--- config.mk ---
export PLATFORM = sky130hd
export DESIGN_NAME = nand_page_dma
export DESIGN_NICKNAME = d
export VERILOG_FILES = /design/src/rtl/npd_pkg.sv /design/src/rtl/npd_burst_pick.sv /design/src/rtl/npd_regs.sv /design/src/rtl/npd_seq.sv /design/src/rtl/nand_page_dma.sv
export SDC_FILE = /design/constraint.sdc
export NUM_CORES = 1
export LEC_CHECK = 0
export CORE_MARGIN = 2
export CORE_UTILIZATION = 51
export DETAILED_ROUTE_END_ITERATION = 12
export DONT_BUFFER_PORTS = 1
export GPL_TIMING_DRIVEN = 0
export HOLD_SLACK_MARGIN = 0.1
export PLACE_DENSITY_LB_ADDON = 0.12
export SLEW_MARGIN = 5
export SYNTH_ARGS = -nofsm -noshare
export SYNTH_HDL_FRONTEND = slang
export SYNTH_SLANG_ARGS = --single-unit
--- constraint.sdc ---
create_clock -name clk -period 4.5 [get_ports clk]
set_clock_uncertainty 0.05 [all_clocks]
set_input_delay 0 -clock clk [delete_from_list [all_inputs] [get_ports clk]]
set_output_delay 0 -clock clk [all_outputs]
set_load 0.02 [all_outputs]
--- src/rtl/npd_pkg.sv ---
package npd_pkg;

   typedef enum logic [2:0] {
      ST_IDLE   = 3'd0,
      ST_LOAD_D = 3'd1,
      ST_LOAD_S = 3'd2,
      ST_ISSUE  = 3'd3,
      ST_WAIT   = 3'd4
   } npd_state_t;

   localparam logic [2:0] RIX_CTRL  = 3'd0;
   localparam logic [2:0] RIX_DBASE = 3'd1;
   localparam logic [2:0] RIX_SBASE = 3'd2;
   localparam logic [2:0] RIX_LEN   = 3'd3;
   localparam logic [2:0] RIX_PARAM = 3'd4;
   localparam logic [2:0] RIX_IEN   = 3'd5;
   localparam logic [2:0] RIX_ISTAT = 3'd6;
   localparam logic [2:0] RIX_ICLR  = 3'd7;

   localparam int DONE_BIT = 9;
   localparam int LEN_LSB  = 16;

   typedef struct packed {
      logic [1:0] cs;
      logic       long_addr;
      logic [2:0] burst_en;
      logic       spare_area;
      logic       data_area;
      logic       to_flash;
   } npd_ctrl_t;

endpackage

--- src/rtl/npd_burst_pick.sv ---
module npd_burst_pick #(
   parameter int CNT_W = 11
) (
   input  logic [CNT_W-1:0] left,
   input  logic [2:0]       allow,
   output logic [4:0]       beats
);
   logic [2:0] fits;

   generate
      for (genvar t = 0; t < 3; t++) begin : g_tier
         localparam int SIZE = 4 << t;
         assign fits[t] = allow[t] && (left >= CNT_W'(SIZE));
      end
   endgenerate

   always_comb begin
      if (fits[2])      beats = 5'd16;
      else if (fits[1]) beats = 5'd8;
      else if (fits[0]) beats = 5'd4;
      else              beats = 5'd1;
   end
endmodule

--- src/rtl/npd_regs.sv ---
module npd_regs
   import npd_pkg::*;
#(
   parameter int LEN_W  = 12,
   parameter int ADDR_W = 32
) (
   input  logic              clk,
   input  logic              rst_n,
   input  logic              reg_wr,
   input  logic [2:0]        reg_addr,
   input  logic [31:0]       reg_wdata,
   output logic [31:0]       reg_rdata,
   input  logic              busy,
   input  logic              dma_done,
   output logic              start,
   output npd_ctrl_t         ctrl,
   output logic [5:0]        param,
   output logic [ADDR_W-1:0] data_base,
   output logic [ADDR_W-1:0] spare_base,
   output logic [LEN_W-1:0]  spare_len,
   output logic              irq
);
   logic int_en;
   logic int_stat;
   logic ctrl_wr;

   assign ctrl_wr = reg_wr && (reg_addr == RIX_CTRL) && !busy;
   assign start   = ctrl_wr && reg_wdata[0];

   always_ff @(posedge clk or negedge rst_n) begin
      if (!rst_n) begin
         ctrl       <= '0;
         param      <= '0;
         data_base  <= '0;
         spare_base <= '0;
         spare_len  <= '0;
         int_en     <= 1'b0;
      end else if (reg_wr) begin
         case (reg_addr)
            RIX_CTRL:  if (!busy) ctrl <= reg_wdata[9:1];
            RIX_DBASE: data_base  <= reg_wdata[ADDR_W-1:0];
            RIX_SBASE: spare_base <= reg_wdata[ADDR_W-1:0];
            RIX_LEN:   spare_len  <= reg_wdata[LEN_LSB +: LEN_W];
            RIX_PARAM: param      <= reg_wdata[5:0];
            RIX_IEN:   int_en     <= reg_wdata[DONE_BIT];
            default: ;
         endcase
      end
   end

   always_ff @(posedge clk or negedge rst_n) begin
      if (!rst_n)
         int_stat <= 1'b0;
      else if (dma_done)
         int_stat <= 1'b1;
      else if (reg_wr && reg_addr == RIX_ICLR && reg_wdata[DONE_BIT])
         int_stat <= 1'b0;
   end

   assign irq = int_stat && int_en;

   always_comb begin
      reg_rdata = '0;
      case (reg_addr)
         RIX_CTRL:  reg_rdata[9:0] = {ctrl, busy};
         RIX_DBASE: reg_rdata[ADDR_W-1:0] = data_base;
         RIX_SBASE: reg_rdata[ADDR_W-1:0] = spare_base;
         RIX_LEN:   reg_rdata[LEN_LSB +: LEN_W] = spare_len;
         RIX_PARAM: reg_rdata[5:0] = param;
         RIX_IEN:   reg_rdata[DONE_BIT] = int_en;
         RIX_ISTAT: reg_rdata[DONE_BIT] = int_stat;
         default:   reg_rdata = '0;
      endcase
   end


   done_sets_stat_chk: assert property (@(posedge clk) disable iff (!rst_n)
      dma_done |=> int_stat);

endmodule

--- src/rtl/npd_seq.sv ---
module npd_seq
   import npd_pkg::*;
#(
   parameter int ADDR_W     = 32,
   parameter int WORD_BYTES = 4,
   parameter int DATA_BYTES = 2048,
   parameter int LEN_W      = 12,
   parameter int OFF_W      = 13
) (
   input  logic              clk,
   input  logic              rst_n,
   input  logic              start,
   input  logic              data_go,
   input  logic              spare_go,
   input  logic [2:0]        burst_en,
   input  logic              to_flash,
   input  logic [ADDR_W-1:0] data_base,
   input  logic [ADDR_W-1:0] spare_base,
   input  logic [LEN_W-1:0]  spare_len,
   output logic              busy,
   output logic              dma_done,
   output logic              mem_cmd_valid,
   input  logic              mem_cmd_ready,
   output logic              mem_cmd_write,
   output logic [ADDR_W-1:0] mem_cmd_addr,
   output logic [4:0]        mem_cmd_beats,
   output logic [OFF_W-1:0]  mem_cmd_buf_off,
   input  logic              mem_done
);
   localparam int WB_LOG     = $clog2(WORD_BYTES);
   localparam int DATA_WORDS = DATA_BYTES / WORD_BYTES;
   localparam int SPARE_MAX  = (1 << LEN_W) / WORD_BYTES;
   localparam int MAX_WORDS  = (DATA_WORDS > SPARE_MAX) ? DATA_WORDS : SPARE_MAX;
   localparam int LEFT_W     = $clog2(MAX_WORDS + 1);

   npd_state_t          state;
   logic [LEFT_W-1:0]   left;
   logic                in_spare;
   logic [LEFT_W-1:0]   spare_words;
   logic                spare_runs;
   logic [ADDR_W-1:0]   step;

   assign spare_words = LEFT_W'(spare_len >> WB_LOG);
   assign spare_runs  = spare_go && (spare_words != '0);
   assign step        = ADDR_W'(mem_cmd_beats) << WB_LOG;

   npd_burst_pick #(.CNT_W(LEFT_W)) u_pick (
      .left  (left),
      .allow (burst_en),
      .beats (mem_cmd_beats)
   );

   always_ff @(posedge clk or negedge rst_n) begin
      if (!rst_n) begin
         state           <= ST_IDLE;
         left            <= '0;
         in_spare        <= 1'b0;
         mem_cmd_addr    <= '0;
         mem_cmd_buf_off <= '0;
      end else begin
         case (state)
            ST_IDLE: if (start) state <= ST_LOAD_D;
            ST_LOAD_D: begin
               if (data_go) begin
                  mem_cmd_addr    <= data_base;
                  mem_cmd_buf_off <= '0;
                  left            <= LEFT_W'(DATA_WORDS);
                  in_spare        <= 1'b0;
                  state           <= ST_ISSUE;
               end else begin
                  state <= ST_LOAD_S;
               end
            end
            ST_LOAD_S: begin
               if (spare_runs) begin
                  mem_cmd_addr    <= spare_base;
                  mem_cmd_buf_off <= OFF_W'(DATA_BYTES);
                  left            <= spare_words;
                  in_spare        <= 1'b1;
                  state           <= ST_ISSUE;
               end else begin
                  state <= ST_IDLE;
               end
            end
            ST_ISSUE: begin
               if (mem_cmd_ready) begin
                  mem_cmd_addr    <= mem_cmd_addr + step;
                  mem_cmd_buf_off <= mem_cmd_buf_off + OFF_W'(step);
                  left            <= left - LEFT_W'(mem_cmd_beats);
                  state           <= ST_WAIT;
               end
            end
            ST_WAIT: begin
               if (mem_done) begin
                  if (left != '0)    state <= ST_ISSUE;
                  else if (!in_spare) state <= ST_LOAD_S;
                  else               state <= ST_IDLE;
               end
            end
            default: state <= ST_IDLE;
         endcase
      end
   end

   assign busy          = (state != ST_IDLE);
   assign mem_cmd_valid = (state == ST_ISSUE);
   assign mem_cmd_write = !to_flash;
   assign dma_done      = ((state == ST_LOAD_S) && !spare_runs) ||
                          ((state == ST_WAIT) && mem_done && (left == '0) && in_spare);


   beats_legal_chk: assert property (@(posedge clk) disable iff (!rst_n)
      mem_cmd_valid |-> (mem_cmd_beats == 5'd1 || mem_cmd_beats == 5'd4 ||
                         mem_cmd_beats == 5'd8 || mem_cmd_beats == 5'd16));


   cmd_hold_chk: assert property (@(posedge clk) disable iff (!rst_n)
      (mem_cmd_valid && !mem_cmd_ready) |=>
         (mem_cmd_valid && $stable(mem_cmd_addr) && $stable(mem_cmd_beats) &&
          $stable(mem_cmd_buf_off)));


   data_bound_chk: assert property (@(posedge clk) disable iff (!rst_n)
      (mem_cmd_valid && !in_spare) |->
         (int'(mem_cmd_buf_off) + int'(mem_cmd_beats) * WORD_BYTES <= DATA_BYTES));

endmodule

--- src/rtl/nand_page_dma.sv ---
module nand_page_dma
   import npd_pkg::*;
#(
   parameter int ADDR_W     = 32,
   parameter int WORD_BYTES = 4,
   parameter int DATA_BYTES = 2048,
   parameter int LEN_W      = 12,
   parameter int OFF_W      = 13
) (
   input  logic              clk,
   input  logic              rst_n,
   input  logic              reg_wr,
   input  logic [2:0]        reg_addr,
   input  logic [31:0]       reg_wdata,
   output logic [31:0]       reg_rdata,
   output logic              mem_cmd_valid,
   input  logic              mem_cmd_ready,
   output logic              mem_cmd_write,
   output logic [ADDR_W-1:0] mem_cmd_addr,
   output logic [4:0]        mem_cmd_beats,
   output logic [OFF_W-1:0]  mem_cmd_buf_off,
   input  logic              mem_done,
   output logic [1:0]        nand_cs,
   output logic              long_addr,
   output logic              irq
);
   generate
      if ((WORD_BYTES & (WORD_BYTES - 1)) != 0 || WORD_BYTES < 1)
         begin : g_bad_word
            $error("WORD_BYTES must be a power of two");
         end
      if (DATA_BYTES % WORD_BYTES != 0 || DATA_BYTES < WORD_BYTES)
         begin : g_bad_data
            $error("DATA_BYTES must be a positive multiple of WORD_BYTES");
         end
      if ((1 << OFF_W) < DATA_BYTES + (1 << LEN_W))
         begin : g_bad_off
            $error("OFF_W too narrow for the page buffer");
         end
      if (ADDR_W > 32 || LEN_W > 16)
         begin : g_bad_width
            $error("ADDR_W or LEN_W exceeds the register width");
         end
   endgenerate

   npd_ctrl_t         ctrl;
   logic [5:0]        param;
   logic [ADDR_W-1:0] data_base;
   logic [ADDR_W-1:0] spare_base;
   logic [LEN_W-1:0]  spare_len;
   logic              busy;
   logic              dma_done;
   logic              start;

   npd_regs #(.LEN_W(LEN_W), .ADDR_W(ADDR_W)) u_regs (
      .clk        (clk),
      .rst_n      (rst_n),
      .reg_wr     (reg_wr),
      .reg_addr   (reg_addr),
      .reg_wdata  (reg_wdata),
      .reg_rdata  (reg_rdata),
      .busy       (busy),
      .dma_done   (dma_done),
      .start      (start),
      .ctrl       (ctrl),
      .param      (param),
      .data_base  (data_base),
      .spare_base (spare_base),
      .spare_len  (spare_len),
      .irq        (irq)
   );

   npd_seq #(
      .ADDR_W(ADDR_W), .WORD_BYTES(WORD_BYTES), .DATA_BYTES(DATA_BYTES),
      .LEN_W(LEN_W), .OFF_W(OFF_W)
   ) u_seq (
      .clk             (clk),
      .rst_n           (rst_n),
      .start           (start),
      .data_go         (ctrl.data_area && param[0]),
      .spare_go        (ctrl.spare_area && param[1]),
      .burst_en        (ctrl.burst_en),
      .to_flash        (ctrl.to_flash),
      .data_base       (data_base),
      .spare_base      (spare_base),
      .spare_len       (spare_len),
      .busy            (busy),
      .dma_done        (dma_done),
      .mem_cmd_valid   (mem_cmd_valid),
      .mem_cmd_ready   (mem_cmd_ready),
      .mem_cmd_write   (mem_cmd_write),
      .mem_cmd_addr    (mem_cmd_addr),
      .mem_cmd_beats   (mem_cmd_beats),
      .mem_cmd_buf_off (mem_cmd_buf_off),
      .mem_done        (mem_done)
   );

   assign nand_cs   = ctrl.cs;
   assign long_addr = ctrl.long_addr;


   sel_hold_chk: assert property (@(posedge clk) disable iff (!rst_n)
      busy |=> ($stable(nand_cs) && $stable(long_addr)));

endmodule

==> results.txt <==
Most frequent cells in the layout = 151 x dfrtp_1, 98 x mux2_2, 75 x nand2_1
Pre-CTS setup slack = -0.663 ns
Max clock buf depth = 2
Most common cell after layout, fill and taps aside = dfrtp_1
Vias = 7,266
Async SR Flop Fraction = 100%
Internal power = 3510 uW
Fmax = 0.231 GHz
Fin crit share = 96.1%
All-Layer GR Usage = 32.0%
N_diodes = 0
CTS clk-pin slew, worst paths = 0.07 ns
Seq cells post-synth = 151
CTS root buffer = clkbuf_16
CTS tree = built
Switch share = 45.7%
Outcome = completed
Grt ovf = 0
Setup TNS = 0 ns
Final Slew Violations = 0
CP max stage cell = or4_1
Crit Path Category = flip-flop to flip-flop
I/O pin count = 128
Placer Congestion = 0.929
Tmin final = 4.33 ns
Fill count = 1,354
Setup bufs post-CTS = 0
Worst Path Arrival = 4.57 ns
# setup viols final = 0
Worst-margin pin slew = 1.02 ns
DRC Markers = 0
Initial DRC count = 816
Synth top area share = 45.6%
Leakage = 0.00410 uW
Final wirelength = 27,300 um
Antenna viol nets, final = 0
Final hold viol count = 0
Cell area after layout = 9620 um^2
Nets = 935
Ys Warns = 0
Synth Area per Inst = 10.2 um^2
Area leader, netlist = dfrtp_1
CP bufs+invs = 1
Distinct cells, synth = 71
Drt wl/cell = 24.7 um
Critical path required time = 4.74 ns
Pwr Total = 6470 uW
Setup crit end kind = flip-flop
Worst path cell trace = or4_1 > or4_4 > nand2_2 > inv_2 > or3_1 > a21boi_4 > ha_1 > a211o_1 > a21oi_2 > nor2_1 > a222oi_1 > o21ai_0
IO buf count = 0
Comb pwr share = 40.9%
DR vias/cell = 6.58
Area delta synth->final = 15.9%
Starting density of the core = 52.2%
Initial antenna violation count = 0
Worst setup slack after layout = 0.175 ns
Post-synth EDFFs = 0
H-tree Lvls = 4
# rows = 46
Slowest cell delay on critical path = 0.56 ns
Die Y = 132 um
Register area share after synthesis = 45.6%
RSZ-0062 raised after global routing = no
Clock network power share = 21.2%
Mapped Cells = 811
Num CTS Buffers = 17
DP Area = 8580 um^2
Vias in the first global route = 7,392
Core footprint = 15,900 um^2
Slew margin rel. = 32.0%
Pwr/cell area = 673 nW/um^2
CP max FO = 5
Cell family with most CP delay = simple AND/OR/NAND/NOR gates
HP Class = primary input to flip-flop
Top_reg_cell synth = dfrtp_1
Layout cells sized above 1 = 18.4%
Main area contributors after synthesis = dfrtp_1 46%, mux2_2 13%, nand2_1 3.4%, o21ai_0 3.0%, ha_1 2.9%
DR pass1 iterations = 5
Max-Cap Viols = 0
Peak supply drop = 0.375 mV
Dpl hpwl = 19,000 um
Pin count of the biggest net entering global routing = 152
Die ar. = 17,300 um^2
Worst-Skew Late Latency = 0.44 ns
Sw Pwr = 2960 uW
Flop pwr share = 37.9%
Synth Cell Area = 8290 um^2
Num Clock Sinks = 151
CP Launch Type = flip-flop
Die Wd = 132 um
First-pass GRT wire length = 42,600 um
## kinds of logic (layout without fill, tap and decap cells)
logic type               Yosys count  count (layout)  synth area share (%)
AO/OA/AOI/OAI                    236             236                  19.9
XOR/XNOR                           7               7                 0.739
adder cells (fa/ha/maj)           19              19                  2.87
buffers and inverters             79             155                  3.97
flip-flops                       151             151                  45.6
multiplexers                     104             104                  14.0
other                              1               3                0.0452
AND/OR/NAND/NOR                  214             214                  12.9
## per-stage QoR
step                      util [%]  hold slack, ns  cells
after floorplan                  -          -0.346    813
after global placement        54.0          -0.340   1029
after CTS                     60.5           0.134   1105
after global routing          60.5           0.195   1105
after detailed placement      54.0          -0.339   1029
final                         60.5           0.147   1105
## Yosys cell counts (5+ instances only)
library cell and instances:
mux2_2 98, a31oi_1 12, o31a_1 9, nand3_1 20, nor3_1 15, dfrtp_1 151
nand2_1 75, a21oi_1 34, buf_1 9, o22ai_1 8, ha_1 19, a211oi_1 10
or4_1 5, mux2i_1 6, a222oi_1 11, and2_1 5, and3_1 6, a22oi_1 29
nor2b_1 9, o41ai_1 5, nor4_1 6, nor2_1 38, clkbuf_1 32, a22o_1 19
o21ai_0 49, o211ai_1 6, o31ai_1 9, nand4_1 12, inv_1 22, buf_2 8
a21o_1 6, buf_4 6
## routing by layer
metal | global-route usage (%) | routed length, um | up-vias
li1 | - | - | 3199
met1 | 41.6 | 11300 | 3678
met2 | 51.7 | 13000 | 335
met3 | 9.14 | 2400 | 54
met4 | 10.1 | 608 | 0
met5 | 0 | 0 | -
## registers in the layout, indices dropped and copies added, names as in the netlist, 6 cells and up
register / flops
u_regs.data_base: 32
u_seq.left: 11
u_seq.mem_cmd_addr: 32
u_regs.spare_len: 12
u_regs.ctrl: 9
u_regs.param: 6
u_regs.spare_base: 32
u_seq.mem_cmd_buf_off: 11
## timing repair
item	in CTS	in global routing
setup endpoints to repair	18	12
hold buffers	44	0
hold endpoints to repair	247	0
resized for setup	5	3
## power by group through the flow
stage	logic, uW	registers, uW	clock network (uW)
6_report	2650	2450	1370
2_1_floorplan	1860	2260	0
3_5_place_dp	2480	2450	0
5_1_grt	2890	2500	1430
3_3_place_gp	2420	2430	0
4_1_cts	2590	2430	1370
## worst reg2reg max path: stages, from the launching register on
cell and delay, ns:
dfrtp_1 0.41, or4_1 0.56, or4_4 0.46, nand2_2 0.11, inv_2 0.10, or3_1 0.43
a21boi_4 0.31, ha_1 0.35, a211o_1 0.33, a21oi_2 0.41, nor2_1 0.16, a222oi_1 0.37
o21ai_0 0.13
## layout make-up
cell class              instances  area (um^2)  share of cell area, %
flip-flops and latches        151         3780                   39.3
inverters                      24         90.1                  0.937
repair buffers                 44          458                   4.76
multi-input cells             583         4220                   43.9
clock inverters                13          111                   1.16
well taps                     216          270                   2.81
plain buffers                  55          244                   2.54
clock buffers                  19          443                   4.61
## worst paths after layout
path / startpoint / end / slack [ns] / depth (start not counted)
worst max-delay path: u_seq.left[7]$_DFFE_PN0P_ / u_seq.mem_cmd_addr[8]$_DFFE_PN0P_ / 0.17 / 12
worst min-delay path: reg_addr[2] / u_regs.ctrl[5]$_DFFE_PN0P_ / 0.15 / 4
worst max register to register: u_seq.left[7]$_DFFE_PN0P_ / u_seq.mem_cmd_addr[8]$_DFFE_PN0P_ / 0.17 / 12
worst min register to register: u_regs.param[3]$_DFFE_PN0P_ / u_regs.param[3]$_DFFE_PN0P_ / 0.46 / 1
max in group asynchronous: rst_n / u_seq.left[10]$_DFFE_PN0P_ / 3.63 / 2
min in group asynchronous: rst_n / u_seq.mem_cmd_buf_off[2]$_DFFE_PN0P_ / 0.18 / 2
Power figures use the tool's default switching activity.
